`config.mk`:
```
export PLATFORM = sky130hd
export DESIGN_NAME = rstseq_top
export DESIGN_NICKNAME = d
export VERILOG_FILES = /design/src/rtl/rstseq_pkg.sv /design/src/rtl/rstseq_cfg.sv /design/src/rtl/rstseq_ctrl.sv /design/src/rtl/rstseq_top.sv
export SDC_FILE = /design/constraint.sdc
export NUM_CORES = 1
export LEC_CHECK = 0
export BUFFER_PORTS_ARGS = -buffer_cell sky130_fd_sc_hd__buf_2
export CORE_ASPECT_RATIO = 1.2
export CORE_MARGIN = 5
export CORE_UTILIZATION = 60
export DETAILED_ROUTE_END_ITERATION = 6
export PLACE_DENSITY = 0.86
export SLEW_MARGIN = 20
export SYNTH_ARGS = -nofsm -noshare
export SYNTH_HDL_FRONTEND = slang
export SYNTH_HIERARCHICAL = 1
export SYNTH_SLANG_ARGS = --single-unit
```
`constraint.sdc`:
```
create_clock -name clk -period 4.99 [get_ports clk]
set_clock_uncertainty 0.15 [all_clocks]
set_input_delay 0.998 -clock clk [delete_from_list [all_inputs] [get_ports clk]]
set_output_delay 0.998 -clock clk [all_outputs]
set_load 0.1 [all_outputs]
```
`src/rtl/rstseq_pkg.sv`:
```
package rstseq_pkg;
    localparam int EXT_W  = 6;
    localparam int BASE   = 6;
    localparam int CNT_W  = $clog2((1 << EXT_W) + BASE);

    typedef enum logic [1:0] {
        ST_OFF  = 2'd0,
        ST_HOLD = 2'd1,
        ST_ON   = 2'd2
    } rel_state_t;

    typedef enum logic {
        LD_IDLE   = 1'b0,
        LD_COMMIT = 1'b1
    } ld_state_t;
endpackage

```
`src/rtl/rstseq_cfg.sv`:
```
module rstseq_cfg
    import rstseq_pkg::*;
#(
    parameter int W = EXT_W
) (
    input  logic         clk,
    input  logic         rst_n,
    input  logic         ext_wr,
    input  logic [W-1:0] ext_wdata,
    input  logic         load_wr,
    output logic         load_busy,
    output logic [W-1:0] ext_commit
);
    ld_state_t    state, nstate;
    logic [W-1:0] pending;

    always_comb begin
        nstate = state;
        unique case (state)
            LD_IDLE:   if (load_wr) nstate = LD_COMMIT;
            LD_COMMIT: nstate = LD_IDLE;
            default:   nstate = LD_IDLE;
        endcase
    end

    always_ff @(posedge clk or negedge rst_n) begin
        if (!rst_n) state <= LD_IDLE;
        else        state <= nstate;
    end

    always_ff @(posedge clk or negedge rst_n) begin
        if (!rst_n) begin
            pending    <= '0;
            ext_commit <= '0;
            load_busy  <= 1'b0;
        end else begin
            if (ext_wr) pending <= ext_wdata;
            if (state == LD_COMMIT) ext_commit <= pending;
            load_busy <= (nstate == LD_COMMIT);
        end
    end

    // load bit clears itself one cycle after being set
    a_r7_self_clear: assert property (@(posedge clk) disable iff (!rst_n)
        load_busy |=> !load_busy);
    // a load write while idle sets the bit
    a_r7_set: assert property (@(posedge clk) disable iff (!rst_n)
        (load_wr && !load_busy) |=> load_busy);
endmodule

```
`src/rtl/rstseq_ctrl.sv`:
```
module rstseq_ctrl
    import rstseq_pkg::*;
#(
    parameter int W  = EXT_W,
    parameter int B  = BASE,
    parameter int CW = CNT_W
) (
    input  logic         clk,
    input  logic         rst_n,
    input  logic         go,
    input  logic [W-1:0] ext_val,
    output logic         rel_n,
    output logic         ready
);
    localparam logic [CW-1:0] LOAD_OFS = CW'(B - 1);

    rel_state_t    state, nstate;
    logic [CW-1:0] cnt;

    always_comb begin
        nstate = state;
        unique case (state)
            ST_OFF:  if (go) nstate = ST_HOLD;
            ST_HOLD: begin
                if (!go)           nstate = ST_OFF;
                else if (cnt == 0) nstate = ST_ON;
            end
            ST_ON:   if (!go) nstate = ST_OFF;
            default: nstate = ST_OFF;
        endcase
    end

    always_ff @(posedge clk or negedge rst_n) begin
        if (!rst_n) state <= ST_OFF;
        else        state <= nstate;
    end

    always_ff @(posedge clk or negedge rst_n) begin
        if (!rst_n) begin
            cnt <= '0;
        end else if (state == ST_OFF && go) begin
            cnt <= CW'(ext_val) + LOAD_OFS;
        end else if (state == ST_HOLD && cnt != 0) begin
            cnt <= cnt - 1'b1;
        end
    end

    always_ff @(posedge clk or negedge rst_n) begin
        if (!rst_n) begin
            rel_n <= 1'b0;
            ready <= 1'b0;
        end else begin
            rel_n <= (nstate == ST_ON);
            ready <= (nstate == ST_ON);
        end
    end

    // losing the gate forces reset low after the edge
    a_r5_drop: assert property (@(posedge clk) disable iff (!rst_n)
        !go |=> !rel_n);
    // the running count only steps down while holding
    a_r9_count: assert property (@(posedge clk) disable iff (!rst_n)
        (state == ST_HOLD && go && cnt != 0) |=> (cnt == $past(cnt) - 1'b1));
    // release only follows a gate that was high
    a_r2_release: assert property (@(posedge clk) disable iff (!rst_n)
        $rose(rel_n) |-> $past(go));
endmodule

```
`src/rtl/rstseq_top.sv`:
```
module rstseq_top
    import rstseq_pkg::*;
#(
    parameter int W = EXT_W
) (
    input  logic         clk,
    input  logic         rst_n,
    input  logic         conv_en,
    input  logic         sw_run,
    input  logic         ext_wr,
    input  logic [W-1:0] ext_wdata,
    input  logic         load_wr,
    output logic         load_busy,
    output logic         macro_rst_n,
    output logic         pwr_ready
);
    logic [W-1:0] ext_commit;
    logic         go;

    assign go = conv_en & sw_run;

    rstseq_cfg #(.W(W)) u_cfg (
        .clk       (clk),
        .rst_n     (rst_n),
        .ext_wr    (ext_wr),
        .ext_wdata (ext_wdata),
        .load_wr   (load_wr),
        .load_busy (load_busy),
        .ext_commit(ext_commit)
    );

    rstseq_ctrl #(.W(W), .B(BASE), .CW(CNT_W)) u_ctrl (
        .clk    (clk),
        .rst_n  (rst_n),
        .go     (go),
        .ext_val(ext_commit),
        .rel_n  (macro_rst_n),
        .ready  (pwr_ready)
    );

    // status flag tracks reset release every cycle
    a_r6_match: assert property (@(posedge clk) disable iff (!rst_n)
        pwr_ready == macro_rst_n);
    // software bit low keeps the macro in reset
    a_r4_sw_low: assert property (@(posedge clk) disable iff (!rst_n)
        !sw_run |=> !macro_rst_n);
endmodule

```
==> results.ini, run 1 <==
[sta]
max_slew.worst_pin.slew_ns = 0.744
maxSlewHeadroom = 0.504
fmax_ghz = 0.392
setup_viol = 0
fin_setup_tns_ns = 0
finalWorstSetupSlack_ns = 2.44
fin_crit_ns = 2.55
fin_crit_sh = 0.511
finalHoldViolations = 0
rsz0062_at_grt = false
slew_violations = 0

[drt]
ant_nets = 0
dr.pass1.iters = 4
avgRoutedWirePerCell_um = 15.9
vias = 817
viasPerCell = 6.24
drc = 0
wl_um = 2090
drt_iter0_drc = 20

[floorplan]
start_util = 0.643
core_sq_mm = 0.00187
chipWidth_um = 50.9
rows = 17
die_h_um = 59.1
dieArea_sq_mm = 0.00301
boundaryPins = 15

[global_routing]
grt_overflow_total = 0
grt_pass1_wl_um = 3840
grtUsageTotal = 0.165
grt_max_degree = 24
grt_pass1_vias = 835
antenna_found_initial = 0

[run_status]
status = finished clean

[worst_setup_path]
crit_type = reg -> out
worstSetupStartpointType = register
critPathMaxStageDelay_ns = 0.60
end_kind = primary output
worst_ep_required_time_ns = 3.84
cp_slowest_cell = dfrtp_1
path_cells = buf_2
path_buf_inv = 1
critical-path-top-delay-family = flip-flops
cp_max_fo = 8
arrival_ns = 1.40

[clock_tree]
cts-hold-fix-buffers = 0
cts_sinks = 23
htree_num_levels = 1
clockBufferDepth = 2
postCtsSetupRepairBufs = 0
cts_root_buffer = clkbuf_4
cts_resized = 0
path_clk_slew_ns = 0.11
clk_latency_ns = 0.30
cts_buffers = 3
cts_tree = done

[logic_synthesis]
yosys.area.top_type = dfrtp_1
yosysTopAreaCellShare = 0.478
yosysSeqAreaShare = 0.478
ys.flop_type = dfrtp_1
avgSynthCellArea_sq_um = 12.2
synthDistinctLibCells = 36
synth_cells = 99
ys_top_cells_by_area = dfrtp_1, mux2_4, o21ai_0
synth_edf_count = 0
synth_warnings = 6
syn_area_sq_mm = 0.00120
async_reset_ff_frac = 1.00
syn_nets = 114
yosys-top-cells-count = dfrtp_1, mux2_4, o21ai_0
yosysMostFrequentCell = dfrtp_1
synth-seq-cells = 23

[power]
finalPower_mw = 0.511
ir_drop_mv = 0.188
powerDensity_mw_per_mm2 = 398
p_leak_nw = 0.603

[finish]
syn2layout_area_growth_pct = 6.55
diodes = 0
nets = 128
fillers = 148
drive_above_1_share = 0.313
fin_util = 0.685

[placement]
place.port_buffers = 14
globalplace.congestion = 0.882
post-place-ws_ns = 2.22
dp_hpwl_um = 1600

[hold_path]
hp-class = reg -> reg

[run]
maxCapViolCount = 0

-- where the power goes --
group          leakage (nW)  internal [mW]  switching (mW)
clock                0.0150         0.0311          0.0502
combinational         0.310         0.0780          0.0731
sequential            0.278          0.228          0.0501
total                 0.603          0.337           0.173
-- flip-flops by register name, summed over array words and instances (netlist names) --
register	count
u_cfg/load_busy	1
u_cfg/ext_commit	6
u_ctrl/state	2
u_cfg/pending	6
u_ctrl/ready	1
u_ctrl/cnt	7
-- cell usage in the layout (no fill, tap or decap), types with 3 or more instances in the layout --
cell,Yosys,routed
a21oi_1,3,3
and2_1,3,3
buf_2,0,14
clkbuf_4,0,3
dfrtp_1,23,23
ha_1,3,3
mux2_4,12,12
nand2_1,4,4
nor2_1,5,5
o21ai_0,11,11
-- routing by layer --
| layer | GRT usage | part of all wire |
|---|---|---|
| met4 | 0.0693 | 0.019 |
| met5 | 0 | 0 |
| met2 | 0.282 | 0.52 |
| met3 | 0.0378 | 0.040 |
| met1 | 0.197 | 0.43 |
-- final cells by class --
class	count	area (sq um)	share of cell area
multi-input combinational	69	579	0.452
sequential	23	576	0.449
timing repair buffer	14	70.1	0.0546
clock buffer	4	26.3	0.0205
tap	19	23.8	0.0185
inverter	2	7.51	0.00585
-- final timing paths --
check	startpoint	end	slack, ns	cells after the start
hold reg to reg	u_ctrl/cnt[6]	u_ctrl/cnt[6]	0.37	1
min in group asynchronous	rst_n	u_ctrl/cnt[5]	0.49	1
setup / recovery	u_cfg/load_busy	load_busy	2.44	1
max in group asynchronous	rst_n	u_cfg/ext_commit[4]	3.87	1
setup reg to reg	u_ctrl/cnt[0]	u_ctrl/cnt[5]	2.79	5
hold / removal	u_ctrl/cnt[6]	u_ctrl/cnt[6]	0.37	1
-- kinds of logic (layout without fill, tap and decap cells) --
kind of cell,after synthesis,after routing,synth area share
compound gates,25,25,0.139
simple gates,25,25,0.131
flops,23,23,0.478
mux,13,13,0.158
buf+inv,7,20,0.0405
fa+ha+maj,3,3,0.0312
xor+xnor,3,3,0.0218
-- stage by stage --
step	std cells	cell area [sq um]	hold slack, ns
after floorplan	99	1200	0.320
after global placement	127	1260	0.343
after detailed placement	127	1260	0.345
after CTS	131	1280	0.371
after global routing	131	1280	0.377
final	131	1280	0.370
Power figures use the tool's default switching activity.
==> run 2: changes to the inputs <==
--- a/config.mk
+++ b/config.mk
@@ -8,9 +8,9 @@
 export BUFFER_PORTS_ARGS = -buffer_cell sky130_fd_sc_hd__buf_2
 export CORE_ASPECT_RATIO = 1.2
 export CORE_MARGIN = 5
-export CORE_UTILIZATION = 60
+export CORE_UTILIZATION = 50
 export DETAILED_ROUTE_END_ITERATION = 6
-export PLACE_DENSITY = 0.86
+export PLACE_DENSITY = 0.77
 export SLEW_MARGIN = 20
 export SYNTH_ARGS = -nofsm -noshare
 export SYNTH_HDL_FRONTEND = slang
==> constraint.sdc (replaced) <==
create_clock -name clk -period 2.3 [get_ports clk]
set_clock_uncertainty 0.15 [all_clocks]
set_input_delay 0.46 -clock clk [delete_from_list [all_inputs] [get_ports clk]]
set_output_delay 0.46 -clock clk [all_outputs]
set_load 0.1 [all_outputs]
==> run 2 against run 1 <==
Combinational power increased by 120%. First-iteration DRC count decreased by 25%. Final cell count increased by 11%. Sequential share of layout area decreased by 1.4 points. Register-to-register slack got worse by 2.4 ns. Die area increased by 16%. Via count decreased by 1.5%. Non-clock buffer count increased by 3. Critical endpoint is now u_ctrl/cnt[5]. Largest power group unchanged. Highest routed layer unchanged.
==> results.ini, run 2 (synthesized netlist as in run 1, its figures left out) <==
[sta]
fin_crit_sh = 0.848
setup_viol = 0  ; unchanged
fin_setup_tns_ns = 0  ; unchanged
fin_crit_ns = 1.95
finalHoldViolations = 0  ; unchanged
fmax_ghz = 0.513
max_slew.worst_pin.slew_ns = 0.502  ; -0.242 ns
maxSlewHeadroom = 0.665  ; +0.162
rsz0062_at_grt = false
slew_violations = 0  ; unchanged

[finish]
final_cell_mix = dfrtp_1, buf_2, mux2_4, o21ai_0, nor2_1
reg.largest.list = u_ctrl/cnt (7), u_cfg/ext_commit (6), u_cfg/pending (6)
multiInputGateArea_sq_um = 579  ; unchanged
drive_above_1_share = 0.322  ; +0.00924
regMostFlops = u_ctrl/cnt
diodes = 0  ; unchanged
largest_register_ffs = 7  ; unchanged
syn2layout_area_growth_pct = 9.88
ff_latch_area_sq_um = 576  ; unchanged
nets = 131  ; +2.3%
layout_commonest_cell = dfrtp_1
fillers = 211  ; +43%
final_cells = 146  ; +11%

[placement]
place.port_buffers = 14  ; unchanged
globalplace.congestion = 0.928  ; +5.2%
dpl.cell_count = 141  ; +11%
dp_hpwl_um = 1620  ; +1.1%

[drt]
viasPerCell = 5.51  ; -12%
vias = 805  ; -1.5%
dr.pass1.iters = 4  ; unchanged
drc = 0  ; unchanged
ant_nets = 0  ; unchanged
wl_um = 2110  ; +0.96%
drt_iter0_drc = 15  ; -25%
avgRoutedWirePerCell_um = 14.4  ; -9.4%

[clock_tree]
cts_sinks = 23  ; unchanged
postCtsSetupRepairBufs = 0  ; unchanged
path_clk_slew_ns = 0.11  ; about the same
cts_resized = 0  ; unchanged
htree_num_levels = 1  ; unchanged
cts_buffers = 3  ; unchanged
cts-hold-fix-buffers = 1  ; +1
clockBufferDepth = 2  ; unchanged
clk_latency_ns = 0.29  ; about the same
cts_tree = done
cts_root_buffer = clkbuf_4

[global_routing]
use_met1 = 0.175  ; -0.0217
use_met2 = 0.228  ; -0.0541
grt_overflow_total = 0  ; unchanged
grt_pass1_wl_um = 3670  ; -4.5%
grt_max_degree = 24  ; unchanged
gr-max-usage-layer = met2
antenna_found_initial = 0  ; unchanged
use_met3 = 0.0326  ; -0.00523
grt_pass1_vias = 837  ; +0.24%
grtUsageTotal = 0.142  ; -0.0236

[power]
ir_drop_mv = 0.524  ; +180%
powerDensity_mw_per_mm2 = 841  ; +110%
switching_share = 0.339  ; -0.000676
p_leak_nw = 0.617  ; +2.3%
combPwrFrac = 0.304  ; +0.008
p_int_mw = 0.736  ; +120%
pwr-share-clk = 0.156  ; -0.003
p_sw_mw = 0.377  ; +120%
pwr-share-seq = 0.540  ; -0.005

[worst_setup_path]
startpoint = u_ctrl/cnt[0]
end_kind = register
cp_max_fo = 7  ; -1
arrival_ns = 1.99  ; +0.59 ns
crit_type = reg -> reg
worst_ep_required_time_ns = 2.34  ; -1.50 ns
r2r-start = u_ctrl/cnt[0]
worstSetupStartpointType = register

[floorplan]
die_h_um = 63.7  ; +7.9%
boundaryPins = 15  ; unchanged
start_util = 0.522  ; -0.121
rows = 19  ; +2
core_sq_mm = 0.00231  ; +23%
dieArea_sq_mm = 0.00349  ; +16%
chipWidth_um = 54.8  ; +7.7%

[run_status]
status = finished clean

[hold_path]
hp-class = in -> reg
worstHoldStart = ext_wdata[4]

[run]
maxCapViolCount = 0  ; unchanged

run 2: worst max-delay path: stages (launching register included):
cell and delay [ns]:
dfrtp_1 0.42, inv_1 0.10, ha_1 0.26, a311oi_2 0.43
o21ai_0 0.17, a221o_1 0.31
run 2: metrics by stage:
step,instance area [sq um],hold WS [ns],setup WS [ns],util,power (mW)
after global placement,1290,0.304,0.356,0.558,0.923
after global routing,1320,0.211,0.220,0.574,1.20
after CTS,1320,0.222,0.360,0.574,1.12
after detailed placement,1290,0.303,0.308,0.558,0.943
final,1320,0.234,0.350,0.574,1.11
after floorplan,1200,0.0144,0.366,-,0.850
run 2: power groups by stage:
stage	clock (mW)	combinational, mW	sequential, mW
3_5_place_dp	0	0.336	0.606
3_3_place_gp	0	0.323	0.600
2_1_floorplan	0	0.265	0.585
4_1_cts	0.186	0.339	0.599
5_1_grt	0.203	0.378	0.616
6_report	0.174	0.338	0.600
run 2: final timing paths:
| kind | to | slack [ns] | cells past startpoint |
|---|---|---|---|
| setup / recovery | u_ctrl/cnt[5] | 0.35 | 5 |
| hold / removal | u_cfg/pending[4] | 0.23 | 2 |
| setup reg to reg | u_ctrl/cnt[5] | 0.35 | 5 |
| max in group asynchronous | u_cfg/pending[1] | 1.16 | 2 |
| hold reg to reg | u_ctrl/cnt[6] | 0.36 | 1 |
| min in group asynchronous | u_ctrl/state[1] | 0.50 | 2 |
run 2: area by class of cell:
| type | instances | share of cell area |
|---|---|---|
| clock buffers | 4 | 0.0199 |
| multi-input cells | 69 | 0.438 |
| repair buffers | 17 | 0.0719 |
| flip-flops and latches | 23 | 0.435 |
| inverters | 2 | 0.00568 |
| well taps | 31 | 0.0293 |
run 2: metal layers:
layer,share of wire,vias to the layer above
li1,-,390
met1,0.42,393
met2,0.52,20
met3,0.050,2
met4,0.010,0
met5,0,-
==> run 3: changes to the inputs <==
--- a/config.mk
+++ b/config.mk
@@ -8,9 +8,9 @@
 export BUFFER_PORTS_ARGS = -buffer_cell sky130_fd_sc_hd__buf_2
 export CORE_ASPECT_RATIO = 1.2
 export CORE_MARGIN = 5
-export CORE_UTILIZATION = 50
+export CORE_UTILIZATION = 56
 export DETAILED_ROUTE_END_ITERATION = 6
-export PLACE_DENSITY = 0.77
+export PLACE_DENSITY = 0.81
 export SLEW_MARGIN = 20
 export SYNTH_ARGS = -nofsm -noshare
 export SYNTH_HDL_FRONTEND = slang
==> constraint.sdc (replaced) <==
create_clock -name clk -period 1.9 [get_ports clk]
set_clock_uncertainty 0.15 [all_clocks]
set_input_delay 0.38 -clock clk [delete_from_list [all_inputs] [get_ports clk]]
set_output_delay 0.38 -clock clk [all_outputs]
set_load 0.1 [all_outputs]
==> run 3 against run 2 <==
Register-to-register slack got worse by 0.26 ns. Worst hold slack got worse by 0.092 ns. Core utilization increased by 10 points. Flip-flop and latch count unchanged. Largest power group unchanged. Highest routed layer unchanged.
==> results.ini, run 3 (synthesized netlist as in run 1, its figures left out) <==
[worst_setup_path]
regToRegSetupSlack_ns = 0.09  ; -0.26 ns
end_kind = register
worst_ep_required_time_ns = 1.96  ; -0.38 ns
cp_slowest_cell = a311oi_4
cp_num_cells = 5  ; unchanged
critPathMaxStageDelay_ns = 0.42  ; about the same
worstSetupStartpointType = register
path_buf_inv = 1  ; unchanged
worst-r2r-cell-count = 5  ; unchanged
startpoint = u_ctrl/cnt[0]
path_cells = inv_1, ha_2, a311oi_4, o21ai_0, a221o_1
r2r-start = u_ctrl/cnt[0]
crit_type = reg -> reg
cp_max_fo = 6  ; -1
critical-path-top-delay-family = compound AO/OA/AOI/OAI gates
arrival_ns = 1.87  ; -0.12 ns

[clock_tree]
clk_latency_ns = 0.31  ; +0.02 ns
clockBufferDepth = 2  ; unchanged
path_clk_slew_ns = 0.12  ; about the same
cts_tree = done
cts_root_buffer = clkbuf_4
cts_buffers = 3  ; unchanged
cts_sinks = 23  ; unchanged
htree_num_levels = 1  ; unchanged

[run_status]
status = finished clean

[sta]
setup_viol = 0  ; unchanged
slew_violations = 0  ; unchanged
rsz0062_at_grt = false
max_slew.worst_pin.slew_ns = 0.506  ; +0.00425 ns
fmax_ghz = 0.552  ; +7.7%
finalHoldViolations = 0  ; unchanged
fin_crit_ns = 1.81  ; -0.139 ns
maxSlewHeadroom = 0.663  ; -0.00284
fin_crit_sh = 0.953  ; +0.105

[floorplan]
rows = 18  ; -1
chipWidth_um = 52.3  ; -4.5%
die_h_um = 60.8  ; -4.6%
dieArea_sq_mm = 0.00318  ; -8.9%
start_util = 0.587  ; +0.0653
core_sq_mm = 0.00205  ; -11%
boundaryPins = 15  ; unchanged

[hold_path]
hp-class = in -> reg
hold_depth = 2  ; unchanged
worstHoldStart = ext_wdata[5]

[finish]
layout_commonest_cell = dfrtp_1
syn2layout_area_growth_pct = 14.8
nets = 136  ; +3.8%
fin_util = 0.674  ; +0.100
ff_latch_area_sq_um = 576  ; unchanged
final_cell_mix = dfrtp_1, buf_2, mux2_4, o21ai_0, buf_4
diodes = 0  ; unchanged
regMostFlops = u_ctrl/cnt
largest_register_ffs = 7  ; unchanged
final_cells = 150  ; +2.7%
drive_above_1_share = 0.358  ; +0.0366
multiInputGateArea_sq_um = 602  ; +3.9%
fillers = 162  ; -23%
reg.largest.list = u_ctrl/cnt (7), u_cfg/ext_commit (6), u_cfg/pending (6)

[run]
maxCapViolCount = 0  ; unchanged

[global_routing]
grt_max_degree = 24  ; unchanged
grt_pass1_wl_um = 4020  ; +9.4%
antenna_found_initial = 0  ; unchanged
grt_pass1_vias = 932  ; +11%
grt_overflow_total = 0  ; unchanged
grtUsageTotal = 0.178  ; +0.0360

[drt]
vias = 854  ; +6.1%
ant_nets = 0  ; unchanged
viasPerCell = 5.69  ; +3.3%
wl_um = 2290  ; +8.7%
drc = 0  ; unchanged
dr.pass1.iters = 4  ; unchanged
drt_iter0_drc = 12  ; -3
avgRoutedWirePerCell_um = 15.3  ; +5.8%

[power]
ir_drop_mv = 0.617  ; +18%
p_leak_nw = 0.645  ; +4.6%
powerDensity_mw_per_mm2 = 1040  ; +23%

[placement]
globalplace.congestion = 0.882  ; -4.9%
dp_hpwl_um = 1740  ; +7.8%
dpl.cell_count = 142  ; +0.71%
place.port_buffers = 14  ; unchanged

run 3: power by group:
group / switching (mW) / internal [mW] / total, mW
registers: 0.128 / 0.599 / 0.727
clock network: 0.140 / 0.0821 / 0.222
logic: 0.238 / 0.247 / 0.486
total: 0.506 / 0.929 / 1.43
run 3: cell type report:
cell class,count,area share
sequential,23,0.417
inverter,2,0.00543
tap,30,0.0272
timing repair buffer,22,0.0960
clock buffer,4,0.0190
multi-input combinational,69,0.436
run 3: routing by layer:
layer | wire [um] | part of all wire | GRT usage
met1 | 902 | 0.39 | 0.180
met4 | 64 | 0.028 | 0.131
met2 | 1240 | 0.54 | 0.317
met5 | 0 | 0 | 0
met3 | 83 | 0.036 | 0.0369
run 3: worst register-to-register path, delay by kind of cell (launching register included):
family / cells / cell delay [ns]
adder cells (fa/ha/maj): 1 / 0.23
AO/OA/AOI/OAI: 3 / 0.88
flip-flops: 1 / 0.37
buffers and inverters: 1 / 0.08
run 3: final timing paths:
kind | endpoint
min in group asynchronous | u_ctrl/state[1]
min reg2reg | u_cfg/pending[4]
max reg2reg | u_ctrl/cnt[5]
min | u_cfg/pending[5]
max in group asynchronous | u_cfg/ext_commit[2]
max | u_ctrl/cnt[5]
run 3: repair_timing:
action / 4_1_cts / 5_1_grt
gates resized for setup: 2 / 1
setup endpoints to repair: 2 / 3
hold endpoints to repair: 23 / 0
buffers inserted: 0 / 3
pin swaps: 0 / 2
hold buffers: 1 / 0
run 3: per-stage QoR:
step	instance area, sq um	setup WS [ns]	power, mW	hold slack (ns)	TNS (ns)
2_1_floorplan	1200	0.0460	1.03	-0.0656	0
3_3_place_gp	1300	0.0601	1.13	0.222	0
3_5_place_dp	1300	-0.0441	1.16	0.225	-0.0772
4_1_cts	1360	0.0306	1.41	0.128	0
5_1_grt	1380	0.0170	1.54	0.106	0
6_report	1380	0.0892	1.43	0.142	0
